==> src/rtl/rxsup_pkg.sv <==
package rxsup_pkg;
    localparam int CSR_W   = 8;
    localparam int B_TSEL  = 0;
    localparam int B_ROUTE = 1;
    localparam int B_OVF   = 2;
    localparam int B_HALF  = 3;
    localparam int B_EMPTY = 4;
    localparam int B_OVFEN = 5;
    localparam int B_HLFEN = 6;
    localparam int B_CLR   = 7;
    localparam int N_STAT  = 3;

    typedef enum logic {FL_RUN, FL_FLUSH} flush_e;
    typedef enum logic [1:0] {AL_QUIET, AL_IRQ, AL_ABORT} alarm_e;
endpackage

==> src/rtl/rxsup_src.sv <==
module rxsup_src #(
    parameter int DW = 32
) (
    input  logic          clk,
    input  logic          rst_n,
    input  logic          smp_en,
    input  logic          smp_valid,
    input  logic [DW-1:0] smp_data,
    input  logic          test_sel,
    input  logic          run,
    input  logic          cnt_zero,
    input  logic          fifo_full,
    output logic          ovf_evt,
    output logic          fifo_wr,
    output logic [DW-1:0] fifo_wdata
);
    logic [DW-1:0] cnt_q;
    logic          offer;
    logic          accept;

    assign offer   = smp_en && (test_sel || smp_valid) && run;
    assign accept  = offer && !fifo_full;
    assign ovf_evt = offer && fifo_full;

    always_ff @(posedge clk) begin
        if (!rst_n || cnt_zero) begin
            cnt_q <= '0;
        end else if (run && test_sel && smp_en) begin
            cnt_q <= cnt_q + 1'b1;
        end
    end

    always_ff @(posedge clk) begin
        if (!rst_n) begin
            fifo_wr    <= 1'b0;
            fifo_wdata <= '0;
        end else begin
            fifo_wr <= accept;
            if (accept) begin
                fifo_wdata <= test_sel ? cnt_q : smp_data;
            end
        end
    end

    // a write never follows a clock in which the FIFO was full
    assert_wr_not_full_R3: assert property (@(posedge clk) disable iff (!rst_n)
        fifo_wr |-> $past(!fifo_full));
endmodule

==> src/rtl/rxsup_csr.sv <==
module rxsup_csr
    import rxsup_pkg::*;
(
    input  logic             clk,
    input  logic             rst_n,
    input  logic             wr,
    input  logic [CSR_W-1:0] wdata,
    input  logic             ovf_evt,
    input  logic             fifo_half,
    input  logic             fifo_empty,
    output logic [CSR_W-1:0] rdata,
    output logic             test_sel,
    output logic             clr_cmd,
    output logic             pend_nxt,
    output logic             route_nxt,
    output logic             pend_q
);
    logic [N_STAT-1:0] st_q;
    logic [N_STAT-1:0] st_nxt;
    logic [N_STAT-1:0] evt;
    logic              half_prev_q, empty_prev_q;
    logic              tsel_q, route_q, ovfen_q, hlfen_q;
    logic              ovfen_nxt, hlfen_nxt;

    assign evt[0] = ovf_evt;
    assign evt[1] = fifo_half && !half_prev_q;
    assign evt[2] = fifo_empty && !empty_prev_q;

    for (genvar i = 0; i < N_STAT; i++) begin : g_stat
        assign st_nxt[i] = evt[i] || (st_q[i] && !(wr && wdata[B_OVF+i]));
        always_ff @(posedge clk) begin
            if (!rst_n) st_q[i] <= 1'b0;
            else        st_q[i] <= st_nxt[i];
        end
    end

    always_ff @(posedge clk) begin
        if (!rst_n) begin
            half_prev_q  <= 1'b0;
            empty_prev_q <= 1'b1;
            tsel_q       <= 1'b0;
            route_q      <= 1'b0;
            ovfen_q      <= 1'b0;
            hlfen_q      <= 1'b0;
        end else begin
            half_prev_q  <= fifo_half;
            empty_prev_q <= fifo_empty;
            if (wr) begin
                tsel_q  <= wdata[B_TSEL];
                route_q <= wdata[B_ROUTE];
                ovfen_q <= wdata[B_OVFEN];
                hlfen_q <= wdata[B_HLFEN];
            end
        end
    end

    assign ovfen_nxt = wr ? wdata[B_OVFEN] : ovfen_q;
    assign hlfen_nxt = wr ? wdata[B_HLFEN] : hlfen_q;
    assign route_nxt = wr ? wdata[B_ROUTE] : route_q;
    assign pend_nxt  = (st_nxt[0] && ovfen_nxt) || (st_nxt[1] && hlfen_nxt);
    assign pend_q    = (st_q[0] && ovfen_q) || (st_q[1] && hlfen_q);
    assign clr_cmd   = wr && wdata[B_CLR];
    assign test_sel  = tsel_q;
    assign rdata     = {1'b0, hlfen_q, ovfen_q, st_q, route_q, tsel_q};

    // overflow status survives any clock without a clearing write
    assert_ovf_sticky_R3: assert property (@(posedge clk) disable iff (!rst_n)
        (st_q[0] && !(wr && wdata[B_OVF])) |=> st_q[0]);
    // an empty-flag rising edge is recorded
    assert_empty_edge_R4: assert property (@(posedge clk) disable iff (!rst_n)
        (fifo_empty && !empty_prev_q) |=> st_q[2]);
endmodule

==> src/rtl/rxsup_fsm.sv <==
module rxsup_fsm
    import rxsup_pkg::*;
(
    input  logic clk,
    input  logic rst_n,
    input  logic clr_cmd,
    input  logic pend_nxt,
    input  logic route_nxt,
    output logic run,
    output logic fifo_clr,
    output logic irq_n,
    output logic eot_req
);
    flush_e fl_q, fl_nxt;
    alarm_e al_q, al_nxt;

    always_comb begin
        fl_nxt = fl_q;
        unique case (fl_q)
            FL_RUN:   if (clr_cmd) fl_nxt = FL_FLUSH;
            FL_FLUSH: fl_nxt = FL_RUN;
            default:  fl_nxt = FL_RUN;
        endcase
    end

    always_comb begin
        al_nxt = al_q;
        unique case (al_q)
            AL_QUIET, AL_IRQ, AL_ABORT: begin
                if (!pend_nxt)      al_nxt = AL_QUIET;
                else if (route_nxt) al_nxt = AL_ABORT;
                else                al_nxt = AL_IRQ;
            end
            default: al_nxt = AL_QUIET;
        endcase
    end

    always_ff @(posedge clk) begin
        if (!rst_n) begin
            fl_q <= FL_RUN;
            al_q <= AL_QUIET;
        end else begin
            fl_q <= fl_nxt;
            al_q <= al_nxt;
        end
    end

    always_comb begin
        run      = (fl_q == FL_RUN) && !clr_cmd;
        fifo_clr = (fl_q == FL_FLUSH);
        irq_n    = (al_q != AL_IRQ);
        eot_req  = (al_q == AL_ABORT);
    end

    // the FIFO reset pulse lasts exactly one cycle
    assert_clr_single_R8: assert property (@(posedge clk) disable iff (!rst_n)
        fifo_clr |=> !fifo_clr);
    // interrupt and abort request are mutually exclusive
    assert_irq_eot_excl_R7: assert property (@(posedge clk) disable iff (!rst_n)
        !(!irq_n && eot_req));
endmodule

==> src/rtl/rxsup_top.sv <==
module rxsup_top
    import rxsup_pkg::*;
#(
    parameter int DW = 32
) (
    input  logic             clk,
    input  logic             rst_n,
    input  logic             smp_en,
    input  logic             smp_valid,
    input  logic [DW-1:0]    smp_data,
    input  logic             ctl_wr,
    input  logic [CSR_W-1:0] ctl_wdata,
    output logic [CSR_W-1:0] ctl_rdata,
    input  logic             fifo_full,
    input  logic             fifo_half,
    input  logic             fifo_empty,
    output logic             fifo_wr,
    output logic [DW-1:0]    fifo_wdata,
    output logic             fifo_clr,
    output logic             irq_n,
    output logic             eot_req
);
    logic test_sel, clr_cmd, pend_nxt, route_nxt, pend_q, run, ovf_evt;

    rxsup_src #(.DW(DW)) u_src (
        .clk(clk), .rst_n(rst_n), .smp_en(smp_en), .smp_valid(smp_valid),
        .smp_data(smp_data), .test_sel(test_sel), .run(run), .cnt_zero(clr_cmd),
        .fifo_full(fifo_full), .ovf_evt(ovf_evt), .fifo_wr(fifo_wr),
        .fifo_wdata(fifo_wdata)
    );

    rxsup_csr u_csr (
        .clk(clk), .rst_n(rst_n), .wr(ctl_wr), .wdata(ctl_wdata),
        .ovf_evt(ovf_evt), .fifo_half(fifo_half), .fifo_empty(fifo_empty),
        .rdata(ctl_rdata), .test_sel(test_sel), .clr_cmd(clr_cmd),
        .pend_nxt(pend_nxt), .route_nxt(route_nxt), .pend_q(pend_q)
    );

    rxsup_fsm u_fsm (
        .clk(clk), .rst_n(rst_n), .clr_cmd(clr_cmd), .pend_nxt(pend_nxt),
        .route_nxt(route_nxt), .run(run), .fifo_clr(fifo_clr),
        .irq_n(irq_n), .eot_req(eot_req)
    );

    // an exception output is active exactly while an enabled status is set
    assert_alarm_tracks_R6: assert property (@(posedge clk) disable iff (!rst_n)
        pend_q == (!irq_n || eot_req));
endmodule

==> config.mk <==
export PLATFORM = sky130hd
export DESIGN_NAME = rxsup_top
export DESIGN_NICKNAME = d
export VERILOG_FILES = /design/src/rtl/rxsup_pkg.sv /design/src/rtl/rxsup_src.sv /design/src/rtl/rxsup_csr.sv /design/src/rtl/rxsup_fsm.sv /design/src/rtl/rxsup_top.sv
export SDC_FILE = /design/constraint.sdc
export NUM_CORES = 1
export LEC_CHECK = 0
export BUFFER_PORTS_ARGS = -buffer_cell sky130_fd_sc_hd__buf_2
export CAP_MARGIN = 0
export CORE_MARGIN = 8
export CORE_UTILIZATION = 40
export DETAILED_ROUTE_END_ITERATION = 6
export PLACE_DENSITY_LB_ADDON = 0.25
export SKIP_CTS_REPAIR_TIMING = 1
export SLEW_MARGIN = 20
export SYNTH_ARGS = -nofsm -noshare
export SYNTH_HDL_FRONTEND = slang
export SYNTH_SLANG_ARGS = --single-unit
==> constraint.sdc <==
create_clock -name clk -period 3.9 [get_ports clk]
set_input_delay 0.195 -clock clk [delete_from_list [all_inputs] [get_ports clk]]
set_output_delay 0.195 -clock clk [all_outputs]
set_load 0.005 [all_outputs]
==> metrics.md <==
| Metric | Value |
|---|---|
| Total Power | 1690 uW |
| Max IR drop VDD | between 0.2 and 0.25 mV |
| Sw Share | a little over a fifth |
| Max_cap viols | 0 |
| Setup WS post-layout | approximately 1800 ps |
| Setup Total Neg Slack | 0 ps |
| Largest family of logic cells by synthesized area | simple AND/OR/NAND/NOR gates |
| Max_slew headroom | between 20 and 30% |
| Avg Vias per Cell | approximately 5.0 |
| CTS sink count | 77 |
| ANT cells | 0 |
| Hold_sp | fifo_empty |
| Syn nets | between 400 and 500 |
| Yosys reg bits | 77 |
| DRT Pass-1 Iters | 4 |
| Routed len/inst | 14.1 um |
| Critical path's slowest cell | or4_1 |
| Placed instance area | around 4000 um2 |
| Register Area | 1540 um2 |
| CTS tree | yes |
| Area taken by multi-input logic gates | between 1500 and 2000 um2 |
| Fin. max-slew vios | 0 |
| Routed via count | around 2800 |
| Cts bufs inserted | 9 |
| WP data required | approximately 4200 ps |
| Final Hold Viols | 0 |
| PortBufs | 90 |
| Final Cell Area | approximately 4200 um2 |
| Final setup vio count | 0 |
| RSZ-0062 raised after global routing | no |
| Pint | 1330 uW |
| Placement Setup Slack | roughly 1800 ps |
| Post-synthesis adder-cell area fraction | less than 1% |
| Register area share after synthesis | 44.0% |
| Combinational power share | 8.6% |
| Skew final | roughly 11 ps |
| PwrDens | 402 nW/um2 |
| Mux contribution to synthesized area | between 10% and 20% |
| Top FF cell, synth | dfxtp_1 |
| Critical path arrival | between 2000 and 2500 ps |
| DR DRC count | 0 |
| Post-synthesis instance area | 3510 um2 |
| WHS Path Cells | 2 |
| Area grow syn2layout | 19.9% |
| Startpoint types | register |
| DP HPWL | between 5000 and 6000 um |
| Number of flops mapped to enable cells by yosys | 0 |
| Post-synthesis cell count | ~370 |
| Post-synthesis xor/xnor area fraction | between 5 and 6% |
| Post-Route WL | roughly 8000 um |
| Hold Path End | u_csr.empty_prev_q$_SDFF_PN1_ |
| Clock transition at path regs | about 70 ps |
| Row cnt | 34 |
| Outcome | finished clean |
| Remaining antenna violation count after routing | 0 |
| Fmax | approximately 0.48 GHz |
| Starting Density | slightly above 40% |
| Die Wd | roughly 110 um |
| Leak | around 0.0021 uW |
| CP endpoint kind | register |
| Worst setup path class | register to register |
| GPL Wtd Cong | approximately 0.8 |
| Slew @ Worst Pin | between 1000 and 1500 ps |
| R2R Path End | u_src.cnt_q[29]$_SDFFE_PP0P_ |
| Initial antenna violation count | 0 |
| Syn. warnings | 0 |
| DIE AREA | ~12000 um2 |
| CORE AREA | between 8000 and 9000 um2 |
| Hold Crit Class | input pin to register |
| Layout Nets | 493 |
| Vias in the first global route | between 2000 and 3000 |
| Min Tclk post-route | between 2000 and 2500 ps |
| Total grt overflow | 0 |
| FF-to-FF Start | u_fsm.fifo_clr$_SDFF_PP0_ |
| Proportion of layout cells with a drive suffix above 1 | 27.2% |
| H-tree depth | 3 |
| Total Routing Usage GR | roughly an eighth |
| Synth Area in Compound Gates | between 10% and 20% |
| Root buf cell | clkbuf_8 |
| Fillers | ~880 |
| Crit share post-route | approximately 53% |
| Reg2reg setup slack | 1810 ps |
| Crit path largest cell delay | 530 ps |
| Ports | just over 90 |
| First-pass GRT wire length | around 13000 um |
| Crit-path cells | nor2b_1, and3_1, nand4_4, or4_1, a21oi_1 |
| Starting DRT DRC Count | about 90 |
| Psw | 364 uW |
| Chip Height | about 110 um |
| Largest net degree at the start of global routing | 46 |
| Synth cell types | 44 |
| Reg power frac | approximately 49% |
| Simple-Gate Fraction of Synth Area | between 20% and 30% |
| Clock power share | a little over two fifths |
| Avg Cell Area, Syn | between 9 and 10 um2 |
| Clk Latency, worst-skew pair | 340 ps |
| Ys async rst share | 0% |
| CTS Buffer Depth | 2 |
| Worst Reg2Reg Path Length in Cells | 5 |
| Crit-path max FO | 17 |
state kept, by name, summed over array words and instances (netlist names):
name	cells
u_csr.empty_prev_q	1
u_csr.half_prev_q	1
u_csr.hlfen_q	1
u_csr.ovfen_q	1
u_csr.rdata	3
u_csr.route_q	1
u_csr.test_sel	1
u_fsm.al_q	2
u_fsm.fifo_clr	1
u_src.cnt_q	32
u_src.fifo_wdata	32
u_src.fifo_wr	1
layer usage:
| layer | track usage (%) | part of all wire [%] |
|---|---|---|
| met5 | 0 | 0 |
| met4 | 5.01 | 1.3 |
| met3 | 4.22 | 7.9 |
| met2 | 20.1 | 42 |
| met1 | 17.4 | 48 |
layout make-up:
| cell class | instances | share of cell area [%] |
|---|---|---|
| Timing Repair Buffer | 93 | 11.2 |
| Sequential cell | 77 | 36.7 |
| Inverter | 3 | 0.268 |
| Clock buffer | 12 | 3.45 |
| Multi-Input combinational cell | 260 | 42.9 |
| Tap cell | 108 | 3.21 |
| Clock inverter | 4 | 2.26 |
power groups by stage:
| stage | registers, uW | logic, uW | clock network, uW |
|---|---|---|---|
| after global placement | 840 | 145 | 0 |
| final | 822 | 145 | 722 |
| after floorplan | 842 | 89.7 | 0 |
| after CTS | 822 | 149 | 740 |
| after detailed placement | 841 | 148 | 0 |
| after global routing | 825 | 162 | 775 |
cell usage after synthesis, types with 2 or more instances:
library cell / instances / area share [%]
nor2b_1: 11 / 2.0
o211a_1: 32 / 9.1
nor3b_1: 2 / 0.43
or4_1: 2 / 0.43
buf_1: 10 / 1.1
dfxtp_1: 77 / 44
o21ai_0: 6 / 0.86
nand4_1: 12 / 2.1
a21oi_1: 10 / 1.4
and3_2: 2 / 0.43
clkbuf_1: 7 / 0.75
inv_1: 3 / 0.32
or3_2: 3 / 0.64
nand3_1: 12 / 1.7
buf_2: 3 / 0.43
o31ai_1: 2 / 0.43
nand2_1: 48 / 5.1
nand2b_1: 3 / 0.54
and3_1: 5 / 0.89
and2_1: 3 / 0.54
buf_4: 6 / 1.3
or3_1: 3 / 0.54
nor2_1: 28 / 3.0
mux2i_1: 37 / 11
xor2_1: 20 / 5.0
xnor2_1: 3 / 0.75
cells by family (layout without fill, tap and decap cells):
| kind of cell | Yosys count | in the layout |
|---|---|---|
| and+or+nand+nor | 145 | 145 |
| DFF | 77 | 77 |
| AOI/OAI and AO/OA | 53 | 53 |
| muxes | 37 | 37 |
| buffers and inverters | 31 | 112 |
| xor gates and xnor gates | 23 | 23 |
| adders and majority gates | 1 | 1 |
| other | 1 | 1 |
worst max-delay path by stage:
| stage | from | endpoint | slack (ps) | cells past startpoint |
|---|---|---|---|---|
| 6_report | u_fsm.fifo_clr$_SDFF_PP0_ | u_src.cnt_q[29]$_SDFFE_PP0P_ | 1810 | 5 |
| 5_1_grt | u_fsm.fifo_clr$_SDFF_PP0_ | u_src.cnt_q[29]$_SDFFE_PP0P_ | 1560 | 5 |
| 4_1_cts | u_fsm.fifo_clr$_SDFF_PP0_ | u_src.cnt_q[29]$_SDFFE_PP0P_ | 1800 | 5 |
| 3_5_place_dp | rst_n | u_src.cnt_q[23]$_SDFFE_PP0P_ | 1770 | 3 |
| 3_3_place_gp | rst_n | u_src.cnt_q[23]$_SDFFE_PP0P_ | 1840 | 3 |
| 2_1_floorplan | u_src.cnt_q[6]$_SDFFE_PP0P_ | u_src.cnt_q[29]$_SDFFE_PP0P_ | 2230 | 6 |
placed cells by master, fill, tap and decap left out, types with 2 or more instances in the layout:
master / n
a21oi_1: 10
and2_1: 3
and3_1: 5
and3_2: 2
buf_2: 90
buf_4: 3
bufinv_16: 3
clkbuf_1: 2
clkbuf_8: 10
dfxtp_1: 76
inv_1: 3
mux2i_1: 37
nand2_1: 48
nand2b_1: 3
nand3_1: 12
nand4_1: 12
nor2_1: 28
nor2b_1: 11
o211a_1: 32
o21ai_0: 6
o31ai_1: 2
or3_1: 3
or3_2: 3
or4_1: 2
xnor2_1: 3
xor2_1: 20
worst max-delay path, delay by kind of cell (launching register included):
family,cells,cell delay [ps]
AOI/OAI and AO/OA,1,140
DFF,1,340
and+or+nand+nor,4,1520
per-stage QoR:
stage          hold slack [ps]  util (%)  instances
6_report                  47.8      49.0        557
2_1_floorplan              296         -        368
4_1_cts                   38.5      49.0        557
3_3_place_gp               395      46.2        541
3_5_place_dp               396      46.2        541
5_1_grt                   37.1      49.0        557
No activity file was read; power rests on OpenSTA's default activity.
